`config.mk`:
```
export PLATFORM = sky130hd
export DESIGN_NAME = dpsk8_symbol_decoder
export DESIGN_NICKNAME = d
export VERILOG_FILES = /design/src/rtl/dpsk8_pkg.sv /design/src/rtl/dpsk8_phase_diff.sv /design/src/rtl/dpsk8_sector_slicer.sv /design/src/rtl/dpsk8_out_stage.sv /design/src/rtl/dpsk8_symbol_decoder.sv
export SDC_FILE = /design/constraint.sdc
export NUM_CORES = 1
export LEC_CHECK = 0
export BUFFER_PORTS_ARGS = -buffer_cell sky130_fd_sc_hd__buf_4
export CORE_MARGIN = 1
export CORE_UTILIZATION = 45
export DETAILED_ROUTE_END_ITERATION = 10
export PLACE_DENSITY = 0.75
export SLEW_MARGIN = 20
export SYNTH_ARGS = -nofsm -noshare
export SYNTH_HDL_FRONTEND = slang
export SYNTH_SLANG_ARGS = --single-unit
export TNS_END_PERCENT = 5
```
`constraint.sdc`:
```
create_clock -name clk -period 2.7 [get_ports clk]
set_clock_uncertainty 0.05 [all_clocks]
set_input_delay 0.135 -clock clk [delete_from_list [all_inputs] [get_ports clk]]
set_output_delay 0.135 -clock clk [all_outputs]
set_load 0.01 [all_outputs]
```
`src/rtl/dpsk8_pkg.sv`:
```
package dpsk8_pkg;
   localparam int SYM_BITS = 3;
   localparam int SECTORS  = 1 << SYM_BITS;

   typedef logic [SYM_BITS-1:0] sym_t;

   // binary-reflected Gray code of a sector index
   function automatic sym_t sector_to_gray(input sym_t s);
      return s ^ (s >> 1);
   endfunction
endpackage

```
`src/rtl/dpsk8_phase_diff.sv`:
```
module dpsk8_phase_diff #(
   parameter int PHASE_W = 8
) (
   input  logic               clk,
   input  logic               rst_n,
   input  logic               clear_i,
   input  logic               valid_i,
   input  logic [PHASE_W-1:0] phase_i,
   output logic [PHASE_W-1:0] diff_o,
   output logic               fire_o,
   output logic               primed_o
);
   logic [PHASE_W-1:0] prev_q;
   logic               primed_q;

   always_ff @(posedge clk) begin
      if (!rst_n) begin
         prev_q   <= '0;
         primed_q <= 1'b0;
      end else begin
         if (valid_i) begin
            prev_q   <= phase_i;
            primed_q <= 1'b1;
         end else if (clear_i) begin
            primed_q <= 1'b0;
         end
      end
   end

   // modulo-2^PHASE_W subtraction wraps naturally
   assign diff_o   = phase_i - prev_q;
   assign fire_o   = valid_i && primed_q && !clear_i;
   assign primed_o = primed_q;
endmodule

```
`src/rtl/dpsk8_sector_slicer.sv`:
```
module dpsk8_sector_slicer
   import dpsk8_pkg::*;
#(
   parameter int PHASE_W  = 8,
   parameter bit USE_GRAY = 1'b1
) (
   input  logic [PHASE_W-1:0] diff_i,
   input  logic               reverse_i,
   output sym_t               sym_o
);
   localparam int SECTOR_SHIFT = PHASE_W - SYM_BITS;
   localparam int ROT_COUNTS   = 1 << (SECTOR_SHIFT - 1);

   logic [PHASE_W-1:0] derotated;
   sym_t               sector;
   sym_t               code;
   sym_t               swapped;

   // lower edge of each sector is inclusive
   assign derotated = diff_i - PHASE_W'(ROT_COUNTS);
   assign sector    = derotated[PHASE_W-1 -: SYM_BITS];

   generate
      if (USE_GRAY) begin : g_gray
         assign code = sector_to_gray(sector);
      end else begin : g_natural
         assign code = sector;
      end
   endgenerate

   generate
      for (genvar b = 0; b < SYM_BITS; b++) begin : g_swap
         assign swapped[b] = code[SYM_BITS-1-b];
      end
   endgenerate

   assign sym_o = reverse_i ? swapped : code;

   always_comb begin
      if (USE_GRAY)
         a_r6_gray_adjacent: assert ($countones(sector_to_gray(sector) ^ sector_to_gray(sector + 3'd1)) == 1);
   end
endmodule

```
`src/rtl/dpsk8_out_stage.sv`:
```
module dpsk8_out_stage
   import dpsk8_pkg::*;
(
   input  logic clk,
   input  logic rst_n,
   input  logic load_i,
   input  sym_t sym_i,
   output logic valid_o,
   output sym_t sym_o
);
   always_ff @(posedge clk) begin
      if (!rst_n) begin
         valid_o <= 1'b0;
         sym_o   <= '0;
      end else begin
         valid_o <= load_i;
         if (load_i) sym_o <= sym_i;
      end
   end
endmodule

```
`src/rtl/dpsk8_symbol_decoder.sv`:
```
module dpsk8_symbol_decoder
   import dpsk8_pkg::*;
#(
   parameter int PHASE_W  = 8,
   parameter bit USE_GRAY = 1'b1
) (
   input  logic               clk,
   input  logic               rst_n,
   input  logic               clear_i,
   input  logic               phase_valid_i,
   input  logic [PHASE_W-1:0] phase_i,
   input  logic               reverse_i,
   output logic               sym_valid_o,
   output logic [2:0]         sym_o
);
   generate
      if (PHASE_W < SYM_BITS + 1) begin : g_bad_width
         $error("PHASE_W must leave room for the half-sector rotation");
      end
   endgenerate

   logic [PHASE_W-1:0] diff;
   logic               fire;
   logic               primed;
   sym_t               sliced;

   dpsk8_phase_diff #(.PHASE_W(PHASE_W)) u_diff (
      .clk      (clk),
      .rst_n    (rst_n),
      .clear_i  (clear_i),
      .valid_i  (phase_valid_i),
      .phase_i  (phase_i),
      .diff_o   (diff),
      .fire_o   (fire),
      .primed_o (primed)
   );

   dpsk8_sector_slicer #(.PHASE_W(PHASE_W), .USE_GRAY(USE_GRAY)) u_slice (
      .diff_i    (diff),
      .reverse_i (reverse_i),
      .sym_o     (sliced)
   );

   dpsk8_out_stage u_out (
      .clk     (clk),
      .rst_n   (rst_n),
      .load_i  (fire),
      .sym_i   (sliced),
      .valid_o (sym_valid_o),
      .sym_o   (sym_o)
   );

   a_r2_first_silent: assert property (@(posedge clk) disable iff (!rst_n)
      (phase_valid_i && !primed) |=> !sym_valid_o);

   a_r3_strobe_follows: assert property (@(posedge clk) disable iff (!rst_n)
      (phase_valid_i && primed && !clear_i) |=> sym_valid_o);

   a_r3_no_spurious: assert property (@(posedge clk) disable iff (!rst_n)
      !phase_valid_i |=> !sym_valid_o);

   a_r8_hold: assert property (@(posedge clk) disable iff (!rst_n)
      !phase_valid_i |=> $stable(sym_o));

   a_r9_clear_silent: assert property (@(posedge clk) disable iff (!rst_n)
      clear_i |=> !sym_valid_o);

   a_r9_clear_rearms: assert property (@(posedge clk) disable iff (!rst_n)
      (clear_i && !phase_valid_i) |=> !primed);
endmodule

```
Yosys cells after proc, flatten, opt, wreduce, memory -nomap -nowiden
Index checks and enable logic that the tools add are counted.
Widths: inputs -> output; s select.
{"block": "classes", "n_addsub": 2, "n_bitwise": 1, "muxes": 3, "n_reduce_logical": 4}
{"cell": "$sub 8x5->8 const B", "count": 1}
{"cell": "$sub 8x8->8", "count": 1}
{"cell": "$mux 3", "count": 1}
{"cell": "$xor 3x2->3", "count": 1}
{"cell": "$logic_and 1x1->1", "count": 2}
{"cell": "$mux 1", "count": 2}
{"cell": "$reduce_bool 2->1", "count": 1}
{"cell": "$logic_not 1->1", "count": 1}
{"block": "word_totals", "elab_cells": 14, "ff_bits": 13}

Longest topological paths before layout
{"block": "logic_depth", "word_depth": 4, "ltp_mapped": 11, "ltp_nobuf": 10}

Hierarchy
A second synthesis with hierarchy kept.
{"block": "unflattened", "cells_unflattened": 103, "hier_area_um2": 952.2}
{"module": "dpsk8_phase_diff", "area_per_inst_um2": 666.9, "n_inst": 1, "cells_per_inst": 72}
{"module": "dpsk8_sector_slicer", "area_per_inst_um2": 148.9, "n_inst": 1, "cells_per_inst": 20}
{"module": "dpsk8_out_stage", "area_per_inst_um2": 136.4, "n_inst": 1, "cells_per_inst": 11}

Worst setup path after synthesis
OpenSTA, ideal clock, no wires.
{"block": "synth_timing", "path_kind": "reg-to-reg", "startpoint": "register u_diff.prev_q[3]", "endpoint": "register u_out.sym_o[1]", "required_ps": 2528, "stages_incl_launch_ff": 10, "t_arrival_ps": 2060, "synth_period_minus_slack_ps": 2231, "slack_ps": 469, "cell_sequence": "dfxtp_1 -> inv_1 -> ha_1 -> ha_1 -> or3_4 -> a31oi_4 -> nor4_1 -> and4bb_1 -> nor2_1 -> a221o_1"}
{"block": "synth_between", "elab_chain_len": 4}
{"element": "start: declaration", "line_no": "dpsk8_phase_diff.sv:13", "source": "logic [PHASE_W-1:0] prev_q;"}
{"element": "start signal: assignment", "line_no": "dpsk8_phase_diff.sv:22", "source": "prev_q <= phase_i;"}
{"element": "$sub 8x8->8", "line_no": "dpsk8_phase_diff.sv:31", "source": "assign diff_o = phase_i - prev_q;"}
{"element": "$sub 8x5->8", "line_no": "dpsk8_sector_slicer.sv:20", "source": "assign derotated = diff_i - PHASE_W'(ROT_COUNTS);"}
{"element": "$xor 3x2->3", "line_no": "dpsk8_pkg.sv:9", "source": "return s ^ (s >> 1);"}
{"element": "$mux 3", "line_no": "dpsk8_sector_slicer.sv:37", "source": "assign sym_o = reverse_i ? swapped : code;"}
{"element": "end signal: assignment", "line_no": "dpsk8_out_stage.sv:17", "source": "if (load_i) sym_o <= sym_i;"}
{"element": "end: declaration", "line_no": "dpsk8_out_stage.sv:9", "source": "output sym_t sym_o"}
Every way passes these cells.
A chain may end at the register's enable or synchronous reset.

Final worst setup path
Same ends and word-level chain as after synthesis.

==> flow_metrics.py <==
metrics = {
    "run_status": {
        "run_status": "finished clean",
    },
    "placement": {
        "dp.cells": 142,
        "placed_area_mm2": 0.00104,
        "numPortBuffers": 16,
        "place_hpwl_um": 1220,
        "place.gp.congestion": 0.669,
    },
    "worst_hold_path": {
        "min-delay-start": "phase_i[4]",
        "hold_class": "primary input to register",
    },
    "setup_path": {
        "cp.required_ps": 2820,
        "end_kind": "register",
        "worstSetupStartpoint": "u_diff.prev_q[3]",
        "worstSetupPathType": "register to register",
        "reg2reg_from": "u_diff.prev_q[3]",
        "cp-start-kind": "register",
        "cp.arrival_ps": 2480,
        "cp_max_fo": 10,
    },
    "routing": {
        "routed_via_density": 5.10,
        "wl_per_cell_um": 10.4,
        "ant_nets": 0,
        "firstDrtPassIters": 3,
        "drt_wl_total_um": 1520,
        "drc": 0,
        "drtIter0Drc": 6,
        "vias": 744,
    },
    "logic_synthesis": {
        "synth_nets": 130,
        "synth_area_um2": 905,
        "async_flop_share": 0,
        "synth-edff-count": 0,
        "syn_inst": 106,
        "seq_area_frac_synth": 0.288,
        "syn_area_per_cell_um2": 8.53,
        "ys_ff_latch": 13,
        "synthFlopType": "dfxtp_1",
        "synth_cell_types": 34,
        "ys_warn_count": 0,
    },
    "final_layout": {
        "diodes": 0,
        "drive_gt1_frac": 0.190,
        "area_growth_syn_to_layout_pct": 17.4,
        "multi_input_area_um2": 576,
        "regArea_um2": 260,
        "final_cells": 146,
        "fill_cells": 184,
        "nets": 146,
        "final_area_mm2": 0.00106,
    },
    "clocking": {
        "insertion_delay_ps": 280,
        "clockBufferDepth": 2,
        "numCtsBuffers": 3,
        "root_buffer": "clkbuf_4",
        "cts_tree": "done",
        "cts_hold_buf": 0,
        "cts_htree_levels": 1,
        "cts_resized": 0,
        "clkTransAtPathRegs_ps": 80,
        "clock-sinks": 13,
        "post_cts_buffers": 0,
    },
    "pwr": {
        "p_clk_frac": 0.244,
        "p_int_uw": 336,
        "seq_power_share": 0.423,
        "p_sw_frac": 0.314,
        "p_switching_uw": 154,
        "p_per_area_mw_per_mm2": 461,
        "p_leak_uw": 0.000484,
        "ir_drop_v": 0.000254,
        "pwr-share-comb": 0.333,
    },
    "floorplan": {
        "start_util": 0.502,
        "die_x_um": 46.8,
        "chipHeight_um": 46.8,
        "dieArea_mm2": 0.00219,
        "ios": 17,
        "rows": 15,
        "fp.coreArea_mm2": 0.00180,
    },
    "sta": {
        "worst-slew-pin-transition_ps": 363,
        "setup_viol": 0,
        "worst_hold_slack_ps": 51.2,
        "grt_setup_unrepaired": "false",
        "finalCritPeriodShare": 0.870,
        "fin_setup_tns_ps": 0,
        "layout_min_cycle_time_ps": 2350,
        "slew_viol_final": 0,
        "timing.fmax_mhz": 425,
        "relSlewSlack": 0.758,
        "finalHoldViolations": 0,
    },
    "global_routing": {
        "grt_usage": 0.167,
        "grt_pass1_wl_um": 2570,
        "antenna_found_initial": 0,
        "grt-ovfl-total": 0,
        "grt_start_max_net_pins": 13,
        "grt_pass1_vias": 672,
    },
    "run": {
        "maxCapViolations": 0,
    },
}
final timing paths:
kind	depth (start not counted)	slack, ps	to
max	9	350	u_out.sym_o[1]
min reg2reg	1	410	u_out.sym_o[2]
max reg2reg	9	350	u_out.sym_o[1]
min	3	50	u_diff.prev_q[4]
per-stage QoR:
stage / worst slack [ps] / utilization / power, µW
after floorplan: 469 / - / 335
final: 350 / 0.590 / 489
after global placement: 402 / 0.575 / 370
after detailed placement: 341 / 0.575 / 374
after global routing: 224 / 0.590 / 531
after CTS: 337 / 0.590 / 496
critical path, stage by stage (launching register included):
cell	delay [ps]
dfxtp_1	340
inv_1	40
ha_1	270
ha_1	220
or3_4	400
a31oi_4	260
nor4_1	90
and4bb_1	290
nor2_1	50
a221o_1	240
synthesized netlist by cell type, types with 2 or more instances:
cell	number	area share
a21oi_1	2	0.011
and4_1	2	0.019
clkbuf_1	3	0.012
dfxtp_1	13	0.29
ha_1	11	0.15
inv_1	13	0.054
mux2i_1	8	0.089
nand2_1	5	0.021
nor2_1	14	0.058
nor2b_1	2	0.014
nor3_1	2	0.011
o21ai_0	7	0.039
o2bb2ai_1	2	0.019
xor2_1	2	0.019
registers in the layout, summed over array words and instances, names as in the netlist:
name,count
u_out.valid_o,1
u_diff.prev_q,8
u_out.sym_o,3
u_diff.primed_o,1
power by group through the flow:
| stage | Sequential (µW) | Clock (µW) | Combinational [µW] |
|---|---|---|---|
| after floorplan | 211 | 0 | 124 |
| after global placement | 211 | 0 | 159 |
| after detailed placement | 212 | 0 | 162 |
| after CTS | 207 | 125 | 164 |
| after global routing | 209 | 137 | 185 |
| final | 207 | 119 | 163 |
layout by cell type (no fill, tap or decap), drive strengths merged, types with 4 or more instances in the layout:
master  instances
buf            16
nor2           15
inv            13
dfxtp          13
ha             11
mux2i           8
o21ai           7
nand2           5
clkbuf          4
layer usage:
metal | vias up | part of all wire | GRT usage
li1 | 399 | - | -
met1 | 325 | 0.47 | 0.185
met2 | 16 | 0.48 | 0.292
met3 | 4 | 0.034 | 0.0462
met4 | 0 | 0.015 | 0.0857
met5 | - | 0 | 0
cell families after synthesis:
group | synth area share
fa+ha+maj | 0.152
xor+xnor | 0.0291
simple gates | 0.207
compound gates | 0.159
flops | 0.288
mux | 0.0885
buf+inv | 0.0761
final cells by class:
| type | count | share of cell area |
|---|---|---|
| clock buffer | 4 | 0.0247 |
| inverter | 13 | 0.0459 |
| multi-input combinational | 75 | 0.542 |
| sequential | 13 | 0.245 |
| tap | 25 | 0.0294 |
| timing repair buffer | 16 | 0.113 |
(Power assumes the default switching activity.)
